$ cat src/rtl/pkt_watch_pkg.sv
package pkt_watch_pkg;
  typedef enum logic [1:0] {
    OP_HOLD = 2'd0,
    OP_UP   = 2'd1,
    OP_DOWN = 2'd2
  } cnt_op_e;

  function automatic cnt_op_e pick_op(input logic up, input logic down);
    if (up && !down) return OP_UP;
    if (down && !up) return OP_DOWN;
    return OP_HOLD;
  endfunction
endpackage

$ cat src/rtl/pw_dec_delay.sv
module pw_dec_delay #(
  parameter int unsigned DEPTH = 4
) (
  input  logic clk_i,
  input  logic rst_ni,
  input  logic pulse_i,
  output logic pulse_o
);
  generate
    if (DEPTH == 0) begin : g_bypass
      assign pulse_o = pulse_i;
    end else begin : g_shift
      logic [DEPTH-1:0] pipe_q;
      always_ff @(posedge clk_i or negedge rst_ni) begin
        if (!rst_ni) pipe_q <= '0;
        else if (DEPTH == 1) pipe_q <= pulse_i;
        else pipe_q <= {pipe_q[DEPTH-2:0], pulse_i};
      end
      // final stage is consumed on the edge DEPTH cycles after capture
      assign pulse_o = pipe_q[DEPTH-1];
    end
  endgenerate
endmodule

$ cat src/rtl/pw_counter.sv
module pw_counter
  import pkt_watch_pkg::*;
#(
  parameter int unsigned CNT_W = 8
) (
  input  logic             clk_i,
  input  logic             rst_ni,
  input  logic             up_i,
  input  logic             down_i,
  input  logic             clear_i,
  output logic [CNT_W-1:0] cnt_o,
  output logic             underflow_o
);
  localparam logic [CNT_W-1:0] CntMax = '1;

  logic [CNT_W-1:0] cnt_q;
  logic             uflow_q;
  cnt_op_e          op;

  assign op = pick_op(up_i, down_i);

  always_ff @(posedge clk_i or negedge rst_ni) begin
    if (!rst_ni) begin
      cnt_q   <= '0;
      uflow_q <= 1'b0;
    end else begin
      unique case (op)
        OP_UP:   if (cnt_q != CntMax) cnt_q <= cnt_q + 1'b1;
        OP_DOWN: begin
          if (cnt_q == '0) uflow_q <= 1'b1;
          else cnt_q <= cnt_q - 1'b1;
        end
        default: cnt_q <= cnt_q;
      endcase
      if (clear_i) uflow_q <= 1'b0;
    end
  end

  assign cnt_o       = cnt_q;
  assign underflow_o = uflow_q;
endmodule

$ cat src/rtl/pw_epoch.sv
module pw_epoch #(
  parameter int unsigned EPOCH_W = 16
) (
  input  logic               clk_i,
  input  logic               rst_ni,
  input  logic               busy_i,
  input  logic [EPOCH_W-1:0] len_i,
  input  logic               clear_i,
  output logic               recover_o
);
  logic [EPOCH_W-1:0] tmr_q;
  logic [EPOCH_W:0]   tmr_nx;
  logic               expire;
  logic               rec_q;

  assign tmr_nx = {1'b0, tmr_q} + 1'b1;
  assign expire = busy_i && (len_i != '0) && (tmr_nx == {1'b0, len_i});

  always_ff @(posedge clk_i or negedge rst_ni) begin
    if (!rst_ni) begin
      tmr_q <= '0;
      rec_q <= 1'b0;
    end else begin
      if (!busy_i || expire || len_i == '0) tmr_q <= '0;
      else tmr_q <= tmr_nx[EPOCH_W-1:0];
      if (clear_i) rec_q <= 1'b0;
      else if (expire) rec_q <= 1'b1;
    end
  end

  assign recover_o = rec_q;
endmodule

$ cat src/rtl/pw_route_chk.sv
module pw_route_chk #(
  parameter int unsigned     NODE_W  = 6,
  parameter logic [NODE_W-1:0] NODE_ID = '0
) (
  input  logic              clk_i,
  input  logic              rst_ni,
  input  logic              hdr_valid_i,
  input  logic [NODE_W-1:0] hdr_dest_i,
  output logic              misroute_o
);
  logic mis_q;
  always_ff @(posedge clk_i or negedge rst_ni) begin
    if (!rst_ni) mis_q <= 1'b0;
    else mis_q <= hdr_valid_i && (hdr_dest_i != NODE_ID);
  end
  assign misroute_o = mis_q;
endmodule

$ cat src/rtl/pkt_watch.sv
module pkt_watch #(
  parameter int unsigned       CNT_W     = 8,
  parameter int unsigned       EPOCH_W   = 16,
  parameter int unsigned       DEC_DELAY = 4,
  parameter int unsigned       NODE_W    = 6,
  parameter logic [NODE_W-1:0] NODE_ID   = 6'd9
) (
  input  logic               clk_i,
  input  logic               rst_ni,
  input  logic               notify_i,
  input  logic               deliver_i,
  input  logic               hdr_valid_i,
  input  logic [NODE_W-1:0]  hdr_dest_i,
  input  logic [EPOCH_W-1:0] epoch_len_i,
  input  logic               clear_i,
  output logic [CNT_W-1:0]   pending_o,
  output logic               recover_o,
  output logic               underflow_o,
  output logic               misroute_o
);
  logic dec_dly;
  logic [CNT_W-1:0] cnt;

  pw_dec_delay #(.DEPTH(DEC_DELAY)) i_delay (
    .clk_i, .rst_ni, .pulse_i(deliver_i), .pulse_o(dec_dly)
  );

  pw_counter #(.CNT_W(CNT_W)) i_counter (
    .clk_i, .rst_ni, .up_i(notify_i), .down_i(dec_dly), .clear_i,
    .cnt_o(cnt), .underflow_o
  );

  pw_epoch #(.EPOCH_W(EPOCH_W)) i_epoch (
    .clk_i, .rst_ni, .busy_i(cnt != '0), .len_i(epoch_len_i), .clear_i,
    .recover_o
  );

  pw_route_chk #(.NODE_W(NODE_W), .NODE_ID(NODE_ID)) i_route (
    .clk_i, .rst_ni, .hdr_valid_i, .hdr_dest_i, .misroute_o
  );

  assign pending_o = cnt;
endmodule

$ cat config.mk
export PLATFORM = sky130hd
export DESIGN_NAME = pkt_watch
export DESIGN_NICKNAME = d
export VERILOG_FILES = /design/src/rtl/pkt_watch_pkg.sv /design/src/rtl/pw_dec_delay.sv /design/src/rtl/pw_counter.sv /design/src/rtl/pw_epoch.sv /design/src/rtl/pw_route_chk.sv /design/src/rtl/pkt_watch.sv
export SDC_FILE = /design/constraint.sdc
export NUM_CORES = 1
export LEC_CHECK = 0
export BUFFER_PORTS_ARGS = -buffer_cell sky130_fd_sc_hd__buf_2
export CAP_MARGIN = 15
export CORE_UTILIZATION = 38
export CTS_CLUSTER_SIZE = 12
export DETAILED_ROUTE_END_ITERATION = 7
export GPL_TIMING_DRIVEN = 0
export PLACE_DENSITY_LB_ADDON = 0.08
export SYNTH_ARGS = -nofsm -noshare
export SYNTH_HDL_FRONTEND = slang
export SYNTH_HIERARCHICAL = 1
export SYNTH_SLANG_ARGS = --single-unit
$ cat constraint.sdc
create_clock -name clk_i -period 3.43 [get_ports clk_i]
set_input_delay 0.8575 -clock clk_i [delete_from_list [all_inputs] [get_ports clk_i]]
set_output_delay 0.8575 -clock clk_i [all_outputs]
set_load 0.05 [all_outputs]
Word level (Yosys, flattened, before mapping)
Cells that the tools add are included.
{"block": "classes", "add_sub_neg": 3, "eq_ne": 7, "muxes": 16, "reduce_logical": 20}
{"op": "$add A16 B1 Y17 const B", "count": 1}
{"op": "$eq A17 B16 Y1", "count": 1}
{"op": "$logic_not A16 Y1", "count": 1}
{"op": "$mux W16", "count": 1}
{"op": "$mux W8", "count": 2}
{"op": "$pmux W8 S2", "count": 1}
{"op": "$reduce_bool A16 Y1", "count": 1}
{"op": "$add A8 B1 Y8 const B", "count": 1}
{"op": "$logic_not A8 Y1", "count": 1}
{"op": "$mux W1", "count": 8}
{"op": "$mux W2", "count": 4}
{"op": "$ne A8 B8 Y1 const B", "count": 1}
{"op": "$reduce_bool A2 Y1", "count": 4}
{"op": "$reduce_bool A8 Y1", "count": 1}
{"op": "$sub A8 B1 Y8 const B", "count": 1}
{"op": "$ne A6 B4 Y1 const B", "count": 1}
{"op": "$logic_and A1 B1 Y1", "count": 5}
{"op": "$logic_not A1 Y1", "count": 3}
{"op": "$reduce_and A3 Y1", "count": 1}
{"op": "$eq A2 B1 Y1 const B", "count": 1}
{"op": "$eq A2 B2 Y1 const B", "count": 1}
{"op": "$logic_or A1 B1 Y1", "count": 2}
{"op": "$ne A2 B1 Y1 const B", "count": 1}
{"op": "$ne A2 B2 Y1 const B", "count": 1}
{"op": "$reduce_and A2 Y1", "count": 1}
{"block": "totals", "register_bits": 31, "input_bits": 28, "output_inout_bits": 11}

Longest topological paths before layout
Gate-level depths: netlist (run 1).
{"block": "logic_depth", "ltp_word": 9, "ltp_mapped": 11, "ltp_nobuf": 9}

Modules after synthesis
Netlist (run 1), hierarchy kept.
{"module": "pw_epoch", "n_inst": 1, "cells_each": 191, "area_per_inst_um2": 1569.0, "seq_area_each_um2": 425.4}
{"module": "pw_counter", "n_inst": 1, "cells_each": 89, "area_per_inst_um2": 803.3, "seq_area_each_um2": 225.2}
{"module": "pw_dec_delay", "n_inst": 1, "cells_each": 4, "area_per_inst_um2": 100.1, "seq_area_each_um2": 100.1}
{"module": "pw_route_chk", "n_inst": 1, "cells_each": 3, "area_per_inst_um2": 45.0, "seq_area_each_um2": 25.0}
{"module": "pkt_watch", "n_inst": 1, "cells_each": 3, "area_per_inst_um2": 16.3, "seq_area_each_um2": 0.0}

Worst setup path after synthesis (run 1)
Ideal clock, no wire load.
{"block": "synth_path", "kind": "input -> register", "start": "input port notify_i", "end": "register i_counter.cnt_q[6] (netlist: i_counter/cnt_o[6])", "t_arrival_ns": 2.548, "slack_ns": 0.734, "path_stages": 11, "n_path_buf": 2, "cell_sequence": "inv_1 > ha_1 > clkbuf_1 > buf_2 > xor2_1 > ha_1 > and3b_1 > o21ai_0 > a21boi_0 > nor4_4 > xor2_1"}
{"block": "synth_between", "elab_chain_len": 9}
{"item": "start: declaration", "line": "pkt_watch.sv:10", "rtl": "input logic notify_i,"}
{"item": "$logic_not A1 Y1", "line": "pkt_watch_pkg.sv:10", "rtl": "if (down && !up) return OP_DOWN;"}
{"item": "$logic_and A1 B1 Y1", "line": "pkt_watch_pkg.sv:10"}
{"item": "$mux W1 (2 in series)", "line": "pkt_watch_pkg.sv:10"}
{"item": "$mux W2", "line": "pkt_watch_pkg.sv:11", "rtl": "return OP_HOLD;"}
{"item": "$mux W2 *", "line": "pkt_watch_pkg.sv:10"}
{"item": "$eq A2 B2 Y1 / $eq A2 B1 Y1 (equally long branches)", "line": "pw_counter.sv:27", "rtl": "unique case (op)"}
{"item": "$ne A2 B2 Y1 (no line), or another cell as far along"}
{"item": "$reduce_and A3 Y1 (no line)"}
{"item": "end signal: assignment", "line": "pw_counter.sv:28", "rtl": "OP_UP: if (cnt_q != CntMax) cnt_q <= cnt_q + 1'b1;"}
{"item": "end signal: assignment", "line": "pw_counter.sv:31", "rtl": "else cnt_q <= cnt_q - 1'b1;"}
{"item": "end signal: assignment", "line": "pw_counter.sv:33", "rtl": "default: cnt_q <= cnt_q;"}
{"item": "end: declaration", "line": "pw_counter.sv:16", "rtl": "logic [CNT_W-1:0] cnt_q;"}
Every way passes the cells marked *; elsewhere a longest branch is shown, timed or not. The select of a mux whose other input is x is not followed.
A chain may end at the register's enable or synchronous reset.

Worst setup path in the final report (run 1)
{"block": "layout_path", "start": "register i_epoch.tmr_q[0]", "end": "register i_epoch.tmr_q[12]"}
{"block": "layout_between", "elab_chain_len": 6}
{"item": "start: declaration", "line": "pw_epoch.sv:11", "rtl": "logic [EPOCH_W-1:0] tmr_q;"}
{"item": "start signal: assignment", "line": "pw_epoch.sv:25", "rtl": "else tmr_q <= tmr_nx[EPOCH_W-1:0];"}
{"item": "$add A16 B1 Y17 *", "line": "pw_epoch.sv:16", "rtl": "assign tmr_nx = {1'b0, tmr_q} + 1'b1;"}
{"item": "$eq A17 B16 Y1", "line": "pw_epoch.sv:17", "rtl": "assign expire = busy_i && (len_i != '0) && (tmr_nx == {1'b0, len_i});"}
{"item": "$logic_and A1 B1 Y1", "line": "pw_epoch.sv:17"}
{"item": "$logic_or A1 B1 Y1 (2 in series)", "line": "pw_epoch.sv:24", "rtl": "if (!busy_i || expire || len_i == '0) tmr_q <= '0;"}
{"item": "$mux W16 *", "line": "pw_epoch.sv:24"}
Every way passes the cells marked *; elsewhere a longest branch is shown, timed or not.

==> results of run 1 <==
==> state kept, by name (all words and copies together), names as in the netlist <==
signal / count
i_counter/cnt_o: 8
i_counter/underflow_o: 1
i_epoch/recover_o: 1
i_route/misroute_o: 1
i_delay/g_shift.pipe_q: 4
i_epoch/tmr_q: 16
==> critical path: cells and delay by family, from the launching register on <==
kind | cells | cell delay, ns
AND/OR/NAND/NOR | 3 | 1.19
buffers and inverters | 2 | 0.49
flip-flops | 1 | 0.47
AO/OA/AOI/OAI | 2 | 0.28
adder cells (fa/ha/maj) | 1 | 0.22
XOR/XNOR | 1 | 0.19
==> path summary, 6_finish.rpt <==
path                                                      from                                  end  slack, ns  cells after the start
min                        i_delay/g_shift.pipe_q[2]$_DFF_PN0_  i_delay/g_shift.pipe_q[3]$_DFF_PN0_       0.35                      0
min reg2reg                i_delay/g_shift.pipe_q[2]$_DFF_PN0_  i_delay/g_shift.pipe_q[3]$_DFF_PN0_       0.35                      0
min in group asynchronous                               rst_ni           i_epoch/tmr_q[5]$_DFF_PN0_       0.63                      1
max in group asynchronous                               rst_ni       i_counter/cnt_o[5]$_DFFE_PN0P_       2.33                      1
max reg2reg                         i_epoch/tmr_q[0]$_DFF_PN0_          i_epoch/tmr_q[12]$_DFF_PN0_       0.44                      9
max                                 i_epoch/tmr_q[0]$_DFF_PN0_          i_epoch/tmr_q[12]$_DFF_PN0_       0.44                      9
==> power by group through the flow <==
stage          clock, mW  sequential [mW]  combinational, mW
4_1_cts            0.331            0.595               1.01
3_3_place_gp           0            0.600               1.01
6_report           0.316            0.594               1.01
5_1_grt            0.348            0.611               1.10
3_5_place_dp           0            0.599               1.01
2_1_floorplan          0            0.746              0.621
==> layout make-up <==
class	instances	area, um2
plain buffers	19	118
clock buffers	8	100
flip-flops and latches	31	776
well taps	77	96.3
fillers	644	3470
inverters	8	30.0
repair buffers	38	190
multi-input cells	232	1610
==> through the flow <==
step	cells	util	hold WS, ns	worst slack (ns)	total power [mW]
2_1_floorplan	290	-	0.331	0.734	1.37
3_3_place_gp	405	0.442	0.334	0.333	1.61
3_5_place_dp	405	0.442	0.337	0.328	1.61
4_1_cts	413	0.457	0.352	0.448	1.94
5_1_grt	413	0.457	0.358	0.272	2.06
6_report	413	0.457	0.348	0.437	1.92
==> cell families after synthesis <==
logic type | count (synthesis) | synth area share
AOI/OAI and AO/OA | 67 | 0.176
xor gates and xnor gates | 38 | 0.131
adders and majority gates | 5 | 0.0247
buffers and inverters | 27 | 0.0583
DFF | 31 | 0.306
muxes | 3 | 0.0123
and+or+nand+nor | 119 | 0.291
==> metal layers <==
layer	vias up	part of all wire	global-route usage
met5	-	0	0
met4	0	0.021	0.0724
met3	12	0.049	0.0277
met2	84	0.47	0.314
met1	1096	0.46	0.246
li1	1139	-	-
==> cells in the mapped netlist, drive strengths merged (3+ instances only) <==
cell / n / area [um2]
dfrtp: 31 / 776
nand2: 28 / 105
a21oi: 24 / 124
xor2: 24 / 210
nor2: 15 / 56.3
nor4: 14 / 133
xnor2: 14 / 123
buf: 13 / 92.6
nor3: 11 / 66.3
o21ai: 11 / 55.1
inv: 8 / 30.0
nand2b: 8 / 50.1
nand3: 7 / 40.0
clkbuf: 6 / 25.0
nand4: 6 / 52.6
ha: 5 / 62.6
a21boi: 4 / 30.0
nor2b: 4 / 25.0
a211oi: 3 / 22.5
and2: 3 / 18.8
nor3b: 3 / 22.5
nor4b: 3 / 26.3
or2: 3 / 18.8
==> run_results.csv, run 1 <==
group,metric,value,unit
place,gp_congestion,0.864,
clock_network,cts_setup_buffers,0,
finish,syn_to_final_growth,15.3,%
setup_path,cp-end-kind,"flip-flop",
yosys,synth_area,2530,um2
setup_path,crit_fanout,10,
sta,fmax,0.334,GHz
floorplanning,initial_utilization,0.397,
detailed_routing,drt.antenna.violating_nets,0,
yosys,yosysSeqAreaShare,0.306,
yosys,synth_cell_type_count,63,
sta,worst_clock_skew,0.00690,ns
yosys,synth-main-ff-cell,"dfrtp_1",
floorplanning,dieArea,7000,um2
sta,drv_slew,0,
finish,drive_above_1_share,0.217,
yosys,synth_edf_count,0,
clock_network,cts_hold_buf,0,
hold_path,holdCritPathClass,"reg -> reg",
sta,finalSetupViolCount,0,
clock_network,cts_sinks,31,
power_and_ir_drop,sw_frac_of_total,0.470,
sta,tightest_slew,0.867,ns
detailed_routing,drt_iter0_markers,112,
sta,rsz0062_at_grt,"no",
clock_network,htreeDepth,2,
power_and_ir_drop,power_switching,903,uW
finish,layout_common_cells,"buf_2 (43), dfrtp_1 (31), nand2_1 (28)",
place,port_buffers,38,
global_routing,gr-total-overflow,0,
setup_path,cp-start-kind,"flip-flop",
detailed_routing,num_vias,2331,
global_routing,antenna_found_initial,0,
floorplanning,ioPinCount,39,
yosys,postSynthCellCount,290,
place,placed_area,2820,um2
detailed_routing,wl_per_cell,15.5,um
power_and_ir_drop,leakage,1.30,nW
finish,nets,368,
place,dp_hpwl,4790,um
outcome,status,"complete, no violations",
power_and_ir_drop,internal_power,1.02,mW
sta,hold_viol,0,
setup_path,worstPathArrival,3.13,ns
clock_network,clockBufferDepth,2,
finish,diodes,0,
floorplanning,die-height,83.7,um
setup_path,required,3.57,ns
clock_network,cts.clk_slew.worst_paths,0.07,ns
clock_network,insertion_delay,0.28,ns
sta,min_period_over_period,0.873,
setup_path,crit_chain,"ha_1 -> nand3_1 -> buf_2 -> nor4_1 -> xnor2_1 -> o221ai_1 -> nor4_4 -> buf_6 -> a21oi_1",
finish,stdcell_area,2920,um2
clock_network,cts_root_buf,"clkbuf_8",
sta,slew-limit-headroom,0.414,
global_routing,grt_max_degree,32,
yosys,yosysWarnings,6,
setup_path,crit_slowest_cell,"nor4_4",
floorplanning,die_w,83.7,um
power_and_ir_drop,combinationalPowerShare,0.527,
sta,layout_min_cycle_time,2.99,ns
power_and_ir_drop,pwr-share-seq,0.309,
detailed_routing,via_per_inst,5.64,
detailed_routing,finalWirelength,6390,um
setup_path,critPathMaxStageDelay,0.60,ns
yosys,avgSynthCellArea,8.74,um2
clock_network,cts_resized,0,
global_routing,grtUsageTotal,0.189,
yosys,ys_async_sr_fraction,1.00,
power_and_ir_drop,power.density,658,nW/um2
floorplanning,core,6390,um2
detailed_routing,first_pass_iters,4,
finish,final_common_cell,"buf_2",
yosys,syn_nets,323,
yosys,ys_seq_elements,31,
sta,fin_tns_setup,0,ns
setup_path,worstSetupPathType,"reg -> reg",
power_and_ir_drop,clkPwrFrac,0.164,
global_routing,grt_pass1_vias,2185,
power_and_ir_drop,ir_drop,0.490,mV
flow_run,drv_cap,0,
floorplanning,rows,29,
clock_network,cts_buffers,5,
global_routing,grt_first_pass_wirelength,10600,um
clock_network,cts_tree,"built",
detailed_routing,remaining_drc_errors,0,
Power figures use the tool's default switching activity.
==> run 2: changes to the inputs <==
ABC_CLOCK_PERIOD_IN_PS = 3430   (was not set)
BUFFER_PORTS_ARGS = -buffer_cell sky130_fd_sc_hd__buf_4   (was -buffer_cell sky130_fd_sc_hd__buf_2)
PLACE_DENSITY_LB_ADDON = not set   (was 0.08)
==> run_results.csv, run 2 (synthesis gave the netlist of run 1 again) <==
group,metric,value,unit
outcome,status,"complete, no violations",
setup_path,cp-start-kind,"flip-flop",
detailed_routing,wl_per_cell,15.4,um
detailed_routing,via_per_inst,5.66,
detailed_routing,num_vias,2336,
place,gp_congestion,0.870,
setup_path,cp-end-kind,"flip-flop",
global_routing,gr-total-overflow,0,
setup_path,cp_num_buf_inv,2,
sta,worst_clock_skew,0.00266,ns
clock_network,cts_setup_buffers,0,
sta,min_period_over_period,0.863,
sta,tightest_slew,0.860,ns
setup_path,reg2reg_slack,0.47,ns
place,dp_cells,405,
setup_path,worstPathArrival,3.10,ns
floorplanning,ioPinCount,39,
global_routing,grtUsageTotal,0.189,
clock_network,cts_sinks,31,
floorplanning,initial_utilization,0.397,
power_and_ir_drop,ir_drop,0.552,mV
setup_path,worstSetupPathType,"reg -> reg",
global_routing,grt_first_pass_wirelength,10800,um
hold_path,min_from,"i_delay/g_shift.pipe_q[1]$_DFF_PN0_",
place,port_buffers,38,
clock_network,cts_hold_buf,0,
finish,stdcell_area,3000,um2
place,placed_area,2920,um2
global_routing,antenna_found_initial,0,
floorplanning,core,6390,um2
finish,drive_above_1_share,0.214,
sta,fmax,0.338,GHz
flow_run,drv_cap,0,
power_and_ir_drop,power.density,642,nW/um2
sta,hold_viol,0,
floorplanning,die-height,83.7,um
global_routing,grt_pass1_vias,2258,
power_and_ir_drop,power,1.92,mW
power_and_ir_drop,leakage,1.32,nW
setup_path,critPathMaxStageDelay,0.62,ns
sta,finalSetupViolCount,0,
clock_network,insertion_delay,0.27,ns
setup_path,crit_cells,9,
setup_path,required,3.57,ns
sta,fin_tns_setup,0,ns
clock_network,htreeDepth,2,
clock_network,cts_resized,0,
finish,nets,368,
setup_path,cp_top_family,"simple AND/OR/NAND/NOR gates",
setup_path,reg2reg_from,"i_epoch/tmr_q[0]$_DFF_PN0_",
detailed_routing,first_pass_iters,4,
clock_network,clockBufferDepth,2,
finish,diodes,0,
place,dp_hpwl,4730,um
sta,rsz0062_at_grt,"no",
hold_path,holdCritPathClass,"reg -> reg",
sta,setup_ws,0.468,ns
setup_path,crit_slowest_cell,"nor4_4",
setup_path,startpoint,"i_epoch/tmr_q[0]$_DFF_PN0_",
finish,layout_common_cells,"buf_4 (44), dfrtp_1 (31), nand2_1 (28)",
clock_network,cts_tree,"built",
setup_path,reg2regPathDepth,9,
place,pre_cts_ws,0.289,ns
sta,slew-limit-headroom,0.419,
floorplanning,die_w,83.7,um
setup_path,crit_fanout,10,
finish,final_cells,413,
clock_network,cts_root_buf,"clkbuf_8",
detailed_routing,drt_iter0_markers,122,
finish,final_common_cell,"buf_4",
setup_path,cp-endpoint,"i_epoch/tmr_q[4]$_DFF_PN0_",
floorplanning,rows,29,
setup_path,r2r_end,"i_epoch/tmr_q[4]$_DFF_PN0_",
clock_network,cts_buffers,5,
finish,top_register,"i_epoch/tmr_q",
clock_network,cts.clk_slew.worst_paths,0.06,ns
setup_path,crit_chain,"ha_1 -> nand3_1 -> buf_2 -> nor4_1 -> xnor2_1 -> o221ai_1 -> nor4_4 -> buf_6 -> a21oi_1",
detailed_routing,finalWirelength,6350,um
sta,drv_slew,0,
floorplanning,dieArea,7000,um2
finish,syn_to_final_growth,18.3,%
global_routing,grt_max_degree,32,
detailed_routing,drt.antenna.violating_nets,0,
sta,layout_min_cycle_time,2.96,ns
detailed_routing,remaining_drc_errors,0,
finish,largest_reg_flops,16,
## run 2: cell types whose count changed in the layout (fill, tap and decap cells not counted)
cell | before | now
buf_2 | 43 | 5
buf_4 | 6 | 44
clkbuf_1 | 5 | 6
clkbuf_8 | 7 | 5
clkinv_2 | 0 | 1
## run 2: final cells by class
type | count | area (um2)
repair buffers | 38 | 285
inverters | 8 | 30.0
fillers | 636 | 3390
clock buffers | 7 | 76.3
multi-input cells | 232 | 1610
clock inverters | 1 | 5.00
plain buffers | 19 | 118
well taps | 77 | 96.3
flip-flops and latches | 31 | 776
## run 2: where the power goes
group          switching, mW  total, mW  internal, mW  leakage, nW
Sequential             0.128      0.596         0.468        0.388
Combinational          0.649       1.06         0.407        0.891
Clock                  0.130      0.273         0.142       0.0422
Total                  0.908       1.92          1.02         1.32
## run 2: metrics by stage
stage	util	hold WS, ns
after floorplan	-	0.331
after global placement	0.457	0.334
after detailed placement	0.457	0.340
after CTS	0.469	0.355
after global routing	0.469	0.359
final	0.469	0.351
## run 2: worst min-delay path by stage
stage | to | slack (ns) | depth (start not counted)
2_1_floorplan | i_delay/g_shift.pipe_q[1]$_DFF_PN0_ | 0.33 | 0
3_5_place_dp | i_delay/g_shift.pipe_q[2]$_DFF_PN0_ | 0.34 | 0
6_report | i_delay/g_shift.pipe_q[2]$_DFF_PN0_ | 0.35 | 0
4_1_cts | i_delay/g_shift.pipe_q[2]$_DFF_PN0_ | 0.36 | 0
5_1_grt | i_delay/g_shift.pipe_q[2]$_DFF_PN0_ | 0.36 | 0
3_3_place_gp | i_delay/g_shift.pipe_q[3]$_DFF_PN0_ | 0.33 | 0
## run 2: layer usage
layer,global-route usage,routed length [um],up-vias
met5,0,0,-
li1,-,-,1139
met1,0.250,2870,1091
met4,0.0863,165,0
met2,0.299,2900,94
met3,0.0366,413,12
## run 2: worst reg2reg max path, stage by stage (launching register included)
cell	delay (ns)
dfrtp_1	0.47
ha_1	0.22
nand3_1	0.18
buf_2	0.25
nor4_1	0.39
xnor2_1	0.19
o221ai_1	0.20
nor4_4	0.62
buf_6	0.22
a21oi_1	0.08
==> run 3: changes to the inputs <==
CORE_MARGIN = 5   (was not set)
==> run_results.csv, run 3 (synthesis gave the netlist of run 1 again) <==
group,metric,value,unit
clock_network,cts.clk_slew.worst_paths,0.06,ns
place,placed_area,2920,um2
floorplanning,die_w,91.7,um
finish,drive_above_1_share,0.218,
finish,largest_reg_flops,16,
floorplanning,rows,29,
finish,fillerInstances,626,
detailed_routing,remaining_drc_errors,0,
detailed_routing,drt_iter0_markers,98,
place,dp_hpwl,4810,um
place,pre_cts_ws,0.314,ns
finish,stdcell_area,3000,um2
floorplanning,ioPinCount,39,
finish,syn_to_final_growth,18.5,%
sta,tightest_slew,0.811,ns
setup_path,reg2reg_from,"i_epoch/tmr_q[0]$_DFF_PN0_",
setup_path,reg2reg_slack,0.53,ns
setup_path,cp-end-kind,"flip-flop",
power_and_ir_drop,power.density,644,nW/um2
place,gp_congestion,0.926,
finish,diodes,0,
finish,layout_common_cells,"buf_4 (44), dfrtp_1 (31), nand2_1 (28)",
clock_network,htreeDepth,2,
hold_path,min_to,"i_delay/g_shift.pipe_q[3]$_DFF_PN0_",
setup_path,crit_fanout,10,
sta,slew-limit-headroom,0.452,
setup_path,r2r_end,"i_epoch/tmr_q[4]$_DFF_PN0_",
setup_path,required,3.57,ns
clock_network,cts_hold_buf,0,
global_routing,grt_first_pass_wirelength,10800,um
detailed_routing,drt.antenna.violating_nets,0,
floorplanning,initial_utilization,0.395,
detailed_routing,finalWirelength,6370,um
setup_path,reg2regPathDepth,9,
setup_path,worstPathArrival,3.04,ns
outcome,status,"complete, no violations",
flow_run,drv_cap,0,
power_and_ir_drop,ir_drop,0.692,mV
sta,worst_clock_skew,0.00654,ns
place,port_buffers,38,
clock_network,clockBufferDepth,2,
clock_network,cts_sinks,31,
sta,layout_min_cycle_time,2.90,ns
detailed_routing,wl_per_cell,15.5,um
sta,drv_slew,0,
clock_network,cts_tree,"built",
global_routing,grtUsageTotal,0.157,
clock_network,cts_resized,0,
detailed_routing,num_vias,2358,
sta,rsz0062_at_grt,"no",
power_and_ir_drop,power,1.93,mW
finish,final_common_cell,"buf_4",
finish,final_util,0.468,
hold_path,whs_path_depth,0,
setup_path,cp-start-kind,"flip-flop",
sta,finalSetupViolCount,0,
finish,register_area,776,um2
clock_network,cts_setup_buffers,0,
hold_path,holdCritPathClass,"reg -> reg",
global_routing,grt_max_degree,32,
sta,hold_viol,0,
sta,setup_ws,0.532,ns
detailed_routing,first_pass_iters,4,
finish,nets,368,
sta,fin_tns_setup,0,ns
finish,final_cells,412,
sta,fmax,0.345,GHz
clock_network,insertion_delay,0.28,ns
global_routing,antenna_found_initial,0,
detailed_routing,via_per_inst,5.72,
floorplanning,core,6420,um2
sta,min_period_over_period,0.845,
global_routing,grt_pass1_vias,2227,
global_routing,gr-total-overflow,0,
finish,multi_input_area,1610,um2
floorplanning,dieArea,8400,um2
hold_path,min_from,"i_delay/g_shift.pipe_q[2]$_DFF_PN0_",
finish,top_register,"i_epoch/tmr_q",
power_and_ir_drop,leakage,1.33,nW
floorplanning,die-height,91.7,um
setup_path,worstSetupPathType,"reg -> reg",
sta,timing.hold.ws,0.347,ns
clock_network,cts_buffers,5,
place,dp_cells,405,
clock_network,cts_root_buf,"clkbuf_8",
## run 3: changes by cell type in the layout (fill, tap and decap cells not counted), sizes merged
cell / change
clkbuf: -1
## run 3: routing by layer
metal | GRT usage | up-vias | share of wire | routed length, um
met5 | 0 | - | 0 | 0
met4 | 0.0515 | 0 | 0.021 | 133
met3 | 0.0368 | 13 | 0.073 | 462
met2 | 0.259 | 86 | 0.47 | 2990
met1 | 0.201 | 1117 | 0.44 | 2780
li1 | - | 1142 | - | -
## run 3: critical path, cell delays in order (launching register included)
cell and delay, ns:
dfrtp_1 0.46, ha_1 0.22, nand3_1 0.20, buf_2 0.27, nor4_1 0.34, xnor2_1 0.18
o221ai_1 0.19, nor4_4 0.59, buf_6 0.22, a21oi_1 0.08
## run 3: layout make-up
class	count	share of cell area
Clock inverter	1	0.00167
Multi-Input combinational cell	232	0.536
Timing Repair Buffer	38	0.0950
Clock buffer	6	0.0275
Buffer	19	0.0392
Sequential cell	31	0.258
Tap cell	77	0.0321
Inverter	8	0.0100
## run 3: worst max path at each step
stage                                     from                             end  slack (ns)  cells past startpoint
floorplan                             notify_i  i_counter/cnt_o[6]$_DFFE_PN0P_        0.73                     11
global placement                      notify_i  i_counter/cnt_o[6]$_DFFE_PN0P_        0.33                     12
detailed placement                    notify_i  i_counter/cnt_o[6]$_DFFE_PN0P_        0.31                     12
CTS                 i_epoch/tmr_q[0]$_DFF_PN0_      i_epoch/tmr_q[4]$_DFF_PN0_        0.50                      9
global route        i_epoch/tmr_q[0]$_DFF_PN0_      i_epoch/tmr_q[4]$_DFF_PN0_        0.29                      9
finish              i_epoch/tmr_q[0]$_DFF_PN0_      i_epoch/tmr_q[4]$_DFF_PN0_        0.53                      9
## run 3: report_power, final
part / internal, mW / switching (mW)
Combinational: 0.406 / 0.647
Sequential: 0.468 / 0.126
Clock: 0.157 / 0.130
Total: 1.03 / 0.903
